===== src/rtl/i2c_hs_target.sv =====
module i2c_hs_target #(
  parameter logic [6:0] DEV_ADDR = 7'h68,
  parameter int RD_BYTES = 3
) (
  input  logic                    clk,
  input  logic                    rst_n,
  input  logic                    scl_i,
  input  logic                    sda_i,
  input  logic [RD_BYTES*8-1:0]   rd_buf,
  output logic                    sda_oe,
  output logic [7:0]              cfg_q,
  output logic                    hs_mode
);
  localparam int IW = (RD_BYTES > 1) ? $clog2(RD_BYTES) : 1;
  localparam logic [IW-1:0] LAST = IW'(RD_BYTES - 1);

  typedef enum logic [2:0] {S_IDLE, S_ADDR, S_WR, S_RD, S_SKIP} st_t;

  logic [2:0] scl_p, sda_p;
  st_t        st;
  logic [3:0] cnt;
  logic [7:0] sh, tx, cur_byte;
  logic [IW-1:0] idx;
  logic       dir;

  always_ff @(posedge clk or negedge rst_n)
    if (!rst_n) begin
      scl_p <= '1;
      sda_p <= '1;
    end else begin
      scl_p <= {scl_p[1:0], scl_i};
      sda_p <= {sda_p[1:0], sda_i};
    end

  wire scl_s = scl_p[1], scl_d = scl_p[2];
  wire sda_s = sda_p[1], sda_d = sda_p[2];
  wire start_c  = scl_s & scl_d & sda_d & ~sda_s;
  wire stop_c   = scl_s & scl_d & ~sda_d & sda_s;
  wire scl_rise = scl_s & ~scl_d;
  wire scl_fall = ~scl_s & scl_d;
  wire is_hs    = (sh[7:3] == 5'b00001);
  wire is_me    = (sh[7:1] == DEV_ADDR);

  always_comb begin
    cur_byte = '0;
    for (int i = 0; i < RD_BYTES; i++)
      if (idx == IW'(i)) cur_byte = rd_buf[i*8 +: 8];
  end

  always_ff @(posedge clk or negedge rst_n)
    if (!rst_n) begin
      st <= S_IDLE; cnt <= '0; sh <= '0; tx <= '0; idx <= '0;
      dir <= 1'b0; sda_oe <= 1'b0; cfg_q <= '0; hs_mode <= 1'b0;
    end else if (stop_c) begin
      st <= S_IDLE; sda_oe <= 1'b0; hs_mode <= 1'b0;
    end else if (start_c) begin
      st <= S_ADDR; cnt <= '0; idx <= '0; sda_oe <= 1'b0;
    end else if (st != S_IDLE && st != S_SKIP) begin
      if (scl_rise) begin
        if (cnt < 4'd8) sh <= {sh[6:0], sda_s};
        if (cnt < 4'd9) cnt <= cnt + 4'd1;
        if (cnt == 4'd8 && st == S_RD && sda_s) st <= S_SKIP;
      end else if (scl_fall) begin
        if (cnt >= 4'd1 && cnt <= 4'd7) begin
          if (st == S_RD) sda_oe <= ~tx[3'd7 - cnt[2:0]];
        end else if (cnt == 4'd8) begin
          case (st)
            S_ADDR:
              if (is_hs) begin
                hs_mode <= 1'b1; st <= S_SKIP; sda_oe <= 1'b0;
              end else if (is_me) begin
                dir <= sh[0]; sda_oe <= 1'b1;
              end else begin
                st <= S_SKIP; sda_oe <= 1'b0;
              end
            S_WR: begin cfg_q <= sh; sda_oe <= 1'b1; end
            default: sda_oe <= 1'b0;
          endcase
        end else if (cnt == 4'd9) begin
          cnt <= '0;
          if ((st == S_ADDR && dir) || st == S_RD) begin
            st     <= S_RD;
            tx     <= cur_byte;
            sda_oe <= ~cur_byte[7];
            idx    <= (idx == LAST) ? '0 : idx + IW'(1);
          end else begin
            if (st == S_ADDR) st <= S_WR;
            sda_oe <= 1'b0;
          end
        end
      end
    end

  a_r1_reset_quiet: assert property (@(posedge clk)
    $rose(rst_n) |-> (!sda_oe && !hs_mode && cfg_q == 8'h00));

  a_r5_ack_slot_free: assert property (@(posedge clk) disable iff (!rst_n)
    (st == S_RD && cnt == 4'd9) |-> !sda_oe);

  a_r6_skip_released: assert property (@(posedge clk) disable iff (!rst_n)
    (st == S_SKIP) |-> !sda_oe);

  a_r7_hs_entry: assert property (@(posedge clk) disable iff (!rst_n)
    $rose(hs_mode) |-> ($past(st) == S_ADDR && $past(cnt) == 4'd8 && !sda_oe));

  a_r8_hs_clear_on_stop: assert property (@(posedge clk) disable iff (!rst_n)
    stop_c |=> !hs_mode);

  a_r10_idle_quiet: assert property (@(posedge clk) disable iff (!rst_n)
    (st == S_IDLE) |-> !sda_oe);

  a_r10_oe_moves_on_fall: assert property (@(posedge clk) disable iff (!rst_n)
    !$stable(sda_oe) |-> ($past(scl_fall) || $past(start_c) || $past(stop_c)));
endmodule


===== config.mk =====
export PLATFORM = sky130hd
export DESIGN_NAME = i2c_hs_target
export DESIGN_NICKNAME = d
export VERILOG_FILES = /design/src/rtl/i2c_hs_target.sv
export SDC_FILE = /design/constraint.sdc
export NUM_CORES = 1
export LEC_CHECK = 0
export BUFFER_PORTS_ARGS = -buffer_cell sky130_fd_sc_hd__buf_2
export CORE_MARGIN = 2
export CORE_UTILIZATION = 45
export DETAILED_ROUTE_END_ITERATION = 10
export PLACE_DENSITY = 0.72
export SYNTH_ARGS = -nofsm -noshare
export SYNTH_HDL_FRONTEND = slang
export SYNTH_SLANG_ARGS = --single-unit

===== constraint.sdc =====
create_clock -name clk -period 5.5 [get_ports clk]
set_input_delay 0.275 -clock clk [delete_from_list [all_inputs] [get_ports clk]]
set_output_delay 0.275 -clock clk [all_outputs]
set_load 0.05 [all_outputs]

* Word-level counts from Yosys, hierarchy flattened
Index checks and enable logic that the tools add are counted.
** Storage, ports and cells
- Flip-flop bits (word level) :: 42
- Input bits :: 28
- Output and inout bits :: 10
- Logic and storage cells :: 155
** Cells by class
- Add/subtract/negate cells :: 3
- Order comparisons :: 5
- Equality and inequality tests :: 25
- Multiplexer cells :: 58
- Bitwise operators :: 19
- Reduce and logical (&&, ||, !) cells :: 34
** Operator list (number)
- 2-to-1 mux 3 bit :: 14
- 2-to-1 mux 4 bit :: 8
- AND reduction 8 bit :: 4
- 2-to-1 mux 8 bit :: 3
- 2-to-1 mux 1 bit :: 22
- 2-to-1 mux 2 bit :: 9
- nonzero test 2 bit :: 9
- nonzero test 3 bit :: 5
- nonzero test 5 bit :: 3
- != test 3 bit (second input constant) :: 4
- NOT 1 bit :: 12
- != test 2 bit (second input constant) :: 5
- AND reduction 10 bit :: 1
- AND reduction 5 bit :: 2
- AND reduction 9 bit :: 1
- equality test 4 bit (second input constant) :: 2
- < comparator 4 bit (second input constant) :: 2
- != test 4 bit (second input constant) :: 2
- AND 1 bit :: 7
- equality test 7 bit (second input constant) :: 1
- AND reduction 7 bit :: 1
- equality test 3 x 2 -> 1 bit (second input constant) :: 2
- != test 6 bit (second input constant) :: 1
- equality test 5 x 1 -> 1 bit (second input constant) :: 1
- 19 further kinds :: 23

* Depth between registers and ports, before layout
- Depth in word-level cells :: 14
- Gate-level depth with buffers :: 9
- Depth with buffers taken out :: 7

* Worst setup path before layout
OpenSTA, ideal clock, no wires.
- Path kind :: register to register
- Start point :: register scl_p[2]
- End point :: register cnt[2]
- Setup time :: 65 ps
- Arrival :: 2091 ps
- Required time :: 5435 ps
- Setup slack :: 3343 ps
- Stages on the path, launching flop included :: 9
- Path buffers :: 1
- Path through :: dfstp_2 -> inv_1 -> ha_1 -> buf_2 -> nand2b_1 -> or3_1 -> a31o_1 -> or4b_1 -> nand2_1
** On the way
- Word-level cells in the longest chain between the ends :: 5
- Elaborated cells between the ends (all ways) :: 19
- Those cells by class :: eq/ne (3); mux (3); bitwise (9); reduce/logical (4)
** Ends and longest elaborated chain
- start, declared :: RTL line 19 : logic [2:0] scl_p, sda_p;
- start signal, assigned :: RTL line 31 : scl_p <= {scl_p[1:0], scl_i};
- AND 1 bit or NOT 1 bit (tied branches) :: RTL line 37, 38, 39
- AND 1 bit (on tied branches) :: RTL line 37, 38, 39
- AND 1 bit, or another cell as far along :: RTL line 37 : wire start_c = scl_s & scl_d & sda_d & ~sda_s;
- != test 3 x 2 -> 1 bit (no source line), or another cell as far along
- AND reduction 7 bit (no source line) or 2-to-1 mux 4 bit (tied branches)
- end signal, assigned :: RTL line 61 : if (cnt < 4'd9) cnt <= cnt + 4'd1;
- end, declared :: RTL line 21 : logic [3:0] cnt;
Parallel ways exist; a longest one is shown, timed or not. The select of a mux whose other input is x is not followed.
A chain may end at the register's enable or synchronous reset.

* Worst setup path in the final report
- Start point :: register scl_p[1]
- End point :: register sh[6]
** On the way
- Word-level cells in the longest chain between the ends :: 5
- Elaborated cells between the ends (all ways) :: 9
- Those cells by class :: bitwise (8); reduce/logical (1)
** Ends and longest elaborated chain
- AND 1 bit :: RTL line 37, 38
- AND 1 bit (on tied branches) (2 in a row) :: RTL line 38, 37
- NOT 1 bit (no source line)
- AND reduction 5 bit (no source line) *
- end signal, assigned :: RTL line 60 : if (cnt < 4'd8) sh <= {sh[6:0], sda_s};
- end, declared :: RTL line 22 : logic [7:0] sh, tx, cur_byte;
Mark *: on every way between the ends. The rest lies on a longest branch, timed or not.

==> summary by stage <==
Global route
Global routing used 17.4% of the available tracks across all layers. Entering global routing, the biggest net connects 43 pins. The via count of the first global-routing pass came to 1626.

The global-route wire length before repair is 7530 µm. The total overflow left after global routing is 0. The number of antenna violations at the first check in global routing is 0.

Timing
Setup repair after global routing left no endpoint under its margin. Based on the critical path, the design can be clocked at up to 427 MHz. The worst pin sits at a relative slew slack of 40.6%. The post-route worst hold slack is 72.6 ps.

The max-slew violation count came to 0. The worst-case clock skew is 4.84 ps. The part of the cycle the worst path needs is 42.6%.

The number of endpoints failing setup at the final stage is 0. Subtracting the final worst setup slack from the clock period gives 2340 ps. The final hold violation count is 0.

After routing, the total negative slack on setup checks comes to 0 ps. The slew at the pin closest to its max-slew limit is 892 ps.

Setup path
The endpoint required time on the critical path is 5680 ps. The number of cells on the worst reg-to-reg path is 4. The signal on the critical path passes through ha_1 -> inv_1 -> nor4_2 -> mux2_2. The slowest stage of the critical path belongs to the cell sky130_fd_sc_hd__nor4_2. The setup check on the worst reg-to-reg path leaves a slack of 3160 ps. The type of the worst setup path is reg2reg.

Along the worst path, the maximum fanout reaches 9. In this run the critical register-to-register path is captured at sh[6]$_DFFE_PN0P_. The data arrival time of the critical path is 2520 ps. STA classifies the critical path endpoint as a flop.

The sum of buffers and inverters on the critical path is 1. Broken down by cell family, the worst path's largest delay share belongs to simple AND/OR/NAND/NOR gates. The maximum cell stage delay along the critical path is 780 ps.

The kind of start point of the critical path is a flop. The beginning of the worst register-to-register path is scl_p[1]$_DFF_PN1_.

Floorplan
The initial core utilization is 47.5%. The total I/O pin count is 38. The vertical die dimension is 75.3 µm. The die outline width is 75.3 µm. In this run the standard cell core region covers 4820 µm². The count of standard-cell rows is 25. The overall die area is 5670 µm².

Yosys
The most used flip-flop cell after synthesis is sky130_fd_sc_hd__dfrtp_1. The number of synthesized flops with an enable pin is 0. When the netlist entered floorplanning its net count stood at 252. The synthesized flop and latch total is 42.

The multiplexer share of the synthesized area is 15.2%. After Yosys synthesis, XOR and XNOR cells account for 0.383% of the synthesized area. After Yosys synthesis, full adders, half adders and majority gates account for 3.28% of the synthesized area.

After Yosys synthesis, and, or, nand and nor cells account for 17.8% of the synthesized area. Synthesis instantiated 49 different standard cells from the library. The cell count after synthesis is 218. The complex-gate fraction of the synthesized area is 12.8%. In this run the cell area of the synthesized design comes to 2290 µm². The average size of a mapped cell is 10.5 µm². By area, the combinational part of the netlist is dominated by simple AND/OR/NAND/NOR gates. The number of warnings printed during yosys synthesis is 0.

The share of synthesized area occupied by flip-flops and latches is 46.2%. The share of async-settable or async-resettable flops after synthesis is 100%.

Power
The share of total power dissipated in the clock network is 30.8%. The total power after layout is 0.634 mW. In this run, the combinational gates consume 14.5% of the power. The share of total power dissipated in sequential elements is 54.7%. The total power divided by cell area is 246 nW/µm². The net switching power of the design is 0.181 mW. The cell-internal power is 0.453 mW. The switching power share of the total is 28.6%. The peak supply drop is 0.118 mV. For this design the static power due to leakage is 1.22 nW.

Routing
Once detail routing completed, the nets flagged for antenna violations numbered 0. The number of vias in the routed layout is 1718. The post-detailed-route DRC marker count is 0. The first detailed-routing pass took 4 iterations. The number of DRC markers after the initial detailed-route iteration is 131. The routed length per placed instance is 13.7 µm. Summed over all layers, the routed wires come to 4350 µm.

The detailed-route vias per instance is 5.40.

Clock network
The number of gates resized after CTS was 0. CTS built an H-tree with a depth of 2. In this run, CTS created clock tree buffers numbering 5. The maximum clock insertion buffer count is 2. The root buffer cell is sky130_fd_sc_hd__clkbuf_8. TritonCTS built the clock tree. The number of hold buffers added after CTS was 0. The clock edge transition at the registers on the reported setup and hold paths is 80 ps.

The CTS sink count is 42. After clock tree synthesis, the setup repair step added 0 buffers. At the later pin of the worst-skew pair, clock insertion delay measures 290 ps.

Min path
The hold path depth is 1. The path class of the tightest hold or removal check is in2reg. The path with the worst hold slack has its endpoint at sda_p[0]$_DFF_PN1_.

The worst hold path begins at sda_i.

Placed design
The port buffer count is 37. The final weighted congestion of routability-driven global placement is 0.869. The HPWL reported at the end of detailed placement is 3290 µm.

Finish
Relative to the synthesized area, the layout overhead comes to 12.6%. Of the cells placed in the final design, the portion with a size suffix greater than 1 is 30.7%. The repair_antennas step left the layout with diodes totalling 0. The library cells used most frequently in the layout, excluding fill and tap cells, are sky130_fd_sc_hd__buf_2, sky130_fd_sc_hd__dfrtp_1, sky130_fd_sc_hd__nor2_1, sky130_fd_sc_hd__mux2_2, sky130_fd_sc_hd__nand2_1. The final net count is 284. The library cell used most frequently in the layout, excluding fill and tap cells, is sky130_fd_sc_hd__buf_2.

Status
The flow ran to the end, and the final reports show no timing, DRC or antenna violations.

Flow run
The number of max-cap violations is 0.
synthesized netlist by cell type, types with 2 or more instances:
library cell | instances | share of area [%]
sky130_fd_sc_hd__nor3_1 | 2 | 0.44
sky130_fd_sc_hd__and2_1 | 2 | 0.55
sky130_fd_sc_hd__o41ai_1 | 2 | 0.77
sky130_fd_sc_hd__o21ai_0 | 13 | 2.8
sky130_fd_sc_hd__nand2_1 | 16 | 2.6
sky130_fd_sc_hd__a21o_1 | 2 | 0.66
sky130_fd_sc_hd__nor4_1 | 3 | 0.82
sky130_fd_sc_hd__ha_1 | 6 | 3.3
sky130_fd_sc_hd__buf_4 | 2 | 0.66
sky130_fd_sc_hd__o32ai_1 | 2 | 0.77
sky130_fd_sc_hd__mux4_2 | 2 | 2.0
sky130_fd_sc_hd__a211oi_1 | 3 | 0.98
sky130_fd_sc_hd__nand2b_1 | 4 | 1.1
sky130_fd_sc_hd__or3_1 | 2 | 0.55
sky130_fd_sc_hd__nand3_1 | 4 | 0.87
sky130_fd_sc_hd__mux2i_1 | 9 | 3.9
sky130_fd_sc_hd__a21oi_1 | 13 | 2.8
sky130_fd_sc_hd__mux2_2 | 19 | 9.3
sky130_fd_sc_hd__nand3b_1 | 2 | 0.66
sky130_fd_sc_hd__clkbuf_1 | 3 | 0.49
sky130_fd_sc_hd__a31oi_1 | 2 | 0.55
sky130_fd_sc_hd__dfstp_2 | 6 | 6.9
sky130_fd_sc_hd__inv_1 | 8 | 1.3
sky130_fd_sc_hd__nor2b_1 | 4 | 1.1
sky130_fd_sc_hd__buf_2 | 6 | 1.3
sky130_fd_sc_hd__dfrtp_1 | 36 | 39
sky130_fd_sc_hd__or4b_1 | 2 | 0.87
sky130_fd_sc_hd__nor2_1 | 22 | 3.6
cells by family after synthesis:
family | after synthesis
XOR/XNOR | 1
buffers and inverters | 20
AND/OR/NAND/NOR | 73
flip-flops | 42
AO/OA/AOI/OAI | 46
adder cells (fa/ha/maj) | 6
multiplexers | 30
sequential cells by signal, indices dropped and copies added, names as in the netlist, 2 cells and up:
name	flops
cfg_q	8
cnt	4
idx	2
scl_p	3
sda_p	3
sh	8
st	3
tx	8
routing by layer:
metal	up-vias	GRT usage, %	share of wire [%]
met5	-	0	0
met4	0	6.82	2.3
met3	9	3.31	4.0
met2	47	26.2	45
met1	813	25.0	48
li1	849	-	-
power by group through the flow:
stage               logic (mW)  registers (mW)  clock network (mW)
floorplan               0.0793           0.335                   0
global placement        0.0909           0.352                   0
detailed placement      0.0918           0.353                   0
CTS                     0.0924           0.347               0.205
global route             0.103           0.351               0.216
finish                  0.0919           0.347               0.195
how the worst max path moves through the flow:
stage                  startpoint            endpoint  cells past startpoint
2_1_floorplan  scl_p[2]$_DFF_PN1_  cnt[2]$_DFFE_PN0P_                      8
3_3_place_gp   scl_p[1]$_DFF_PN1_   sh[0]$_DFFE_PN0P_                      4
3_5_place_dp   scl_p[1]$_DFF_PN1_   sh[6]$_DFFE_PN0P_                      4
4_1_cts        scl_p[1]$_DFF_PN1_   sh[6]$_DFFE_PN0P_                      4
5_1_grt        scl_p[2]$_DFF_PN1_   tx[0]$_DFFE_PN0P_                      7
6_report       scl_p[1]$_DFF_PN1_   sh[6]$_DFFE_PN0P_                      4
worst reg2reg max path: stages, from the launching register on:
cell and delay, ps:
sky130_fd_sc_hd__dfstp_2 560, sky130_fd_sc_hd__ha_1 320, sky130_fd_sc_hd__inv_1 160, sky130_fd_sc_hd__nor4_2 780
sky130_fd_sc_hd__mux2_2 410
metrics by stage:
step	std cells	cell area, µm²	setup WS, ps	utilization [%]
CTS	318	2580	3140	53.5
global route	318	2580	2960	53.5
finish	318	2580	3160	53.5
floorplan	218	2290	3340	-
detailed placement	310	2490	3160	51.7
global placement	310	2490	3200	51.7
layout make-up:
type,instances,area [µm²]
fill,449,2240
multi-input combinational,156,1130
sequential,42,1060
timing repair buffer,37,185
tap,67,83.8
clock buffer,5,68.8
inverter,8,30.0
clock inverter,3,18.8
(Power assumes the default switching activity.)
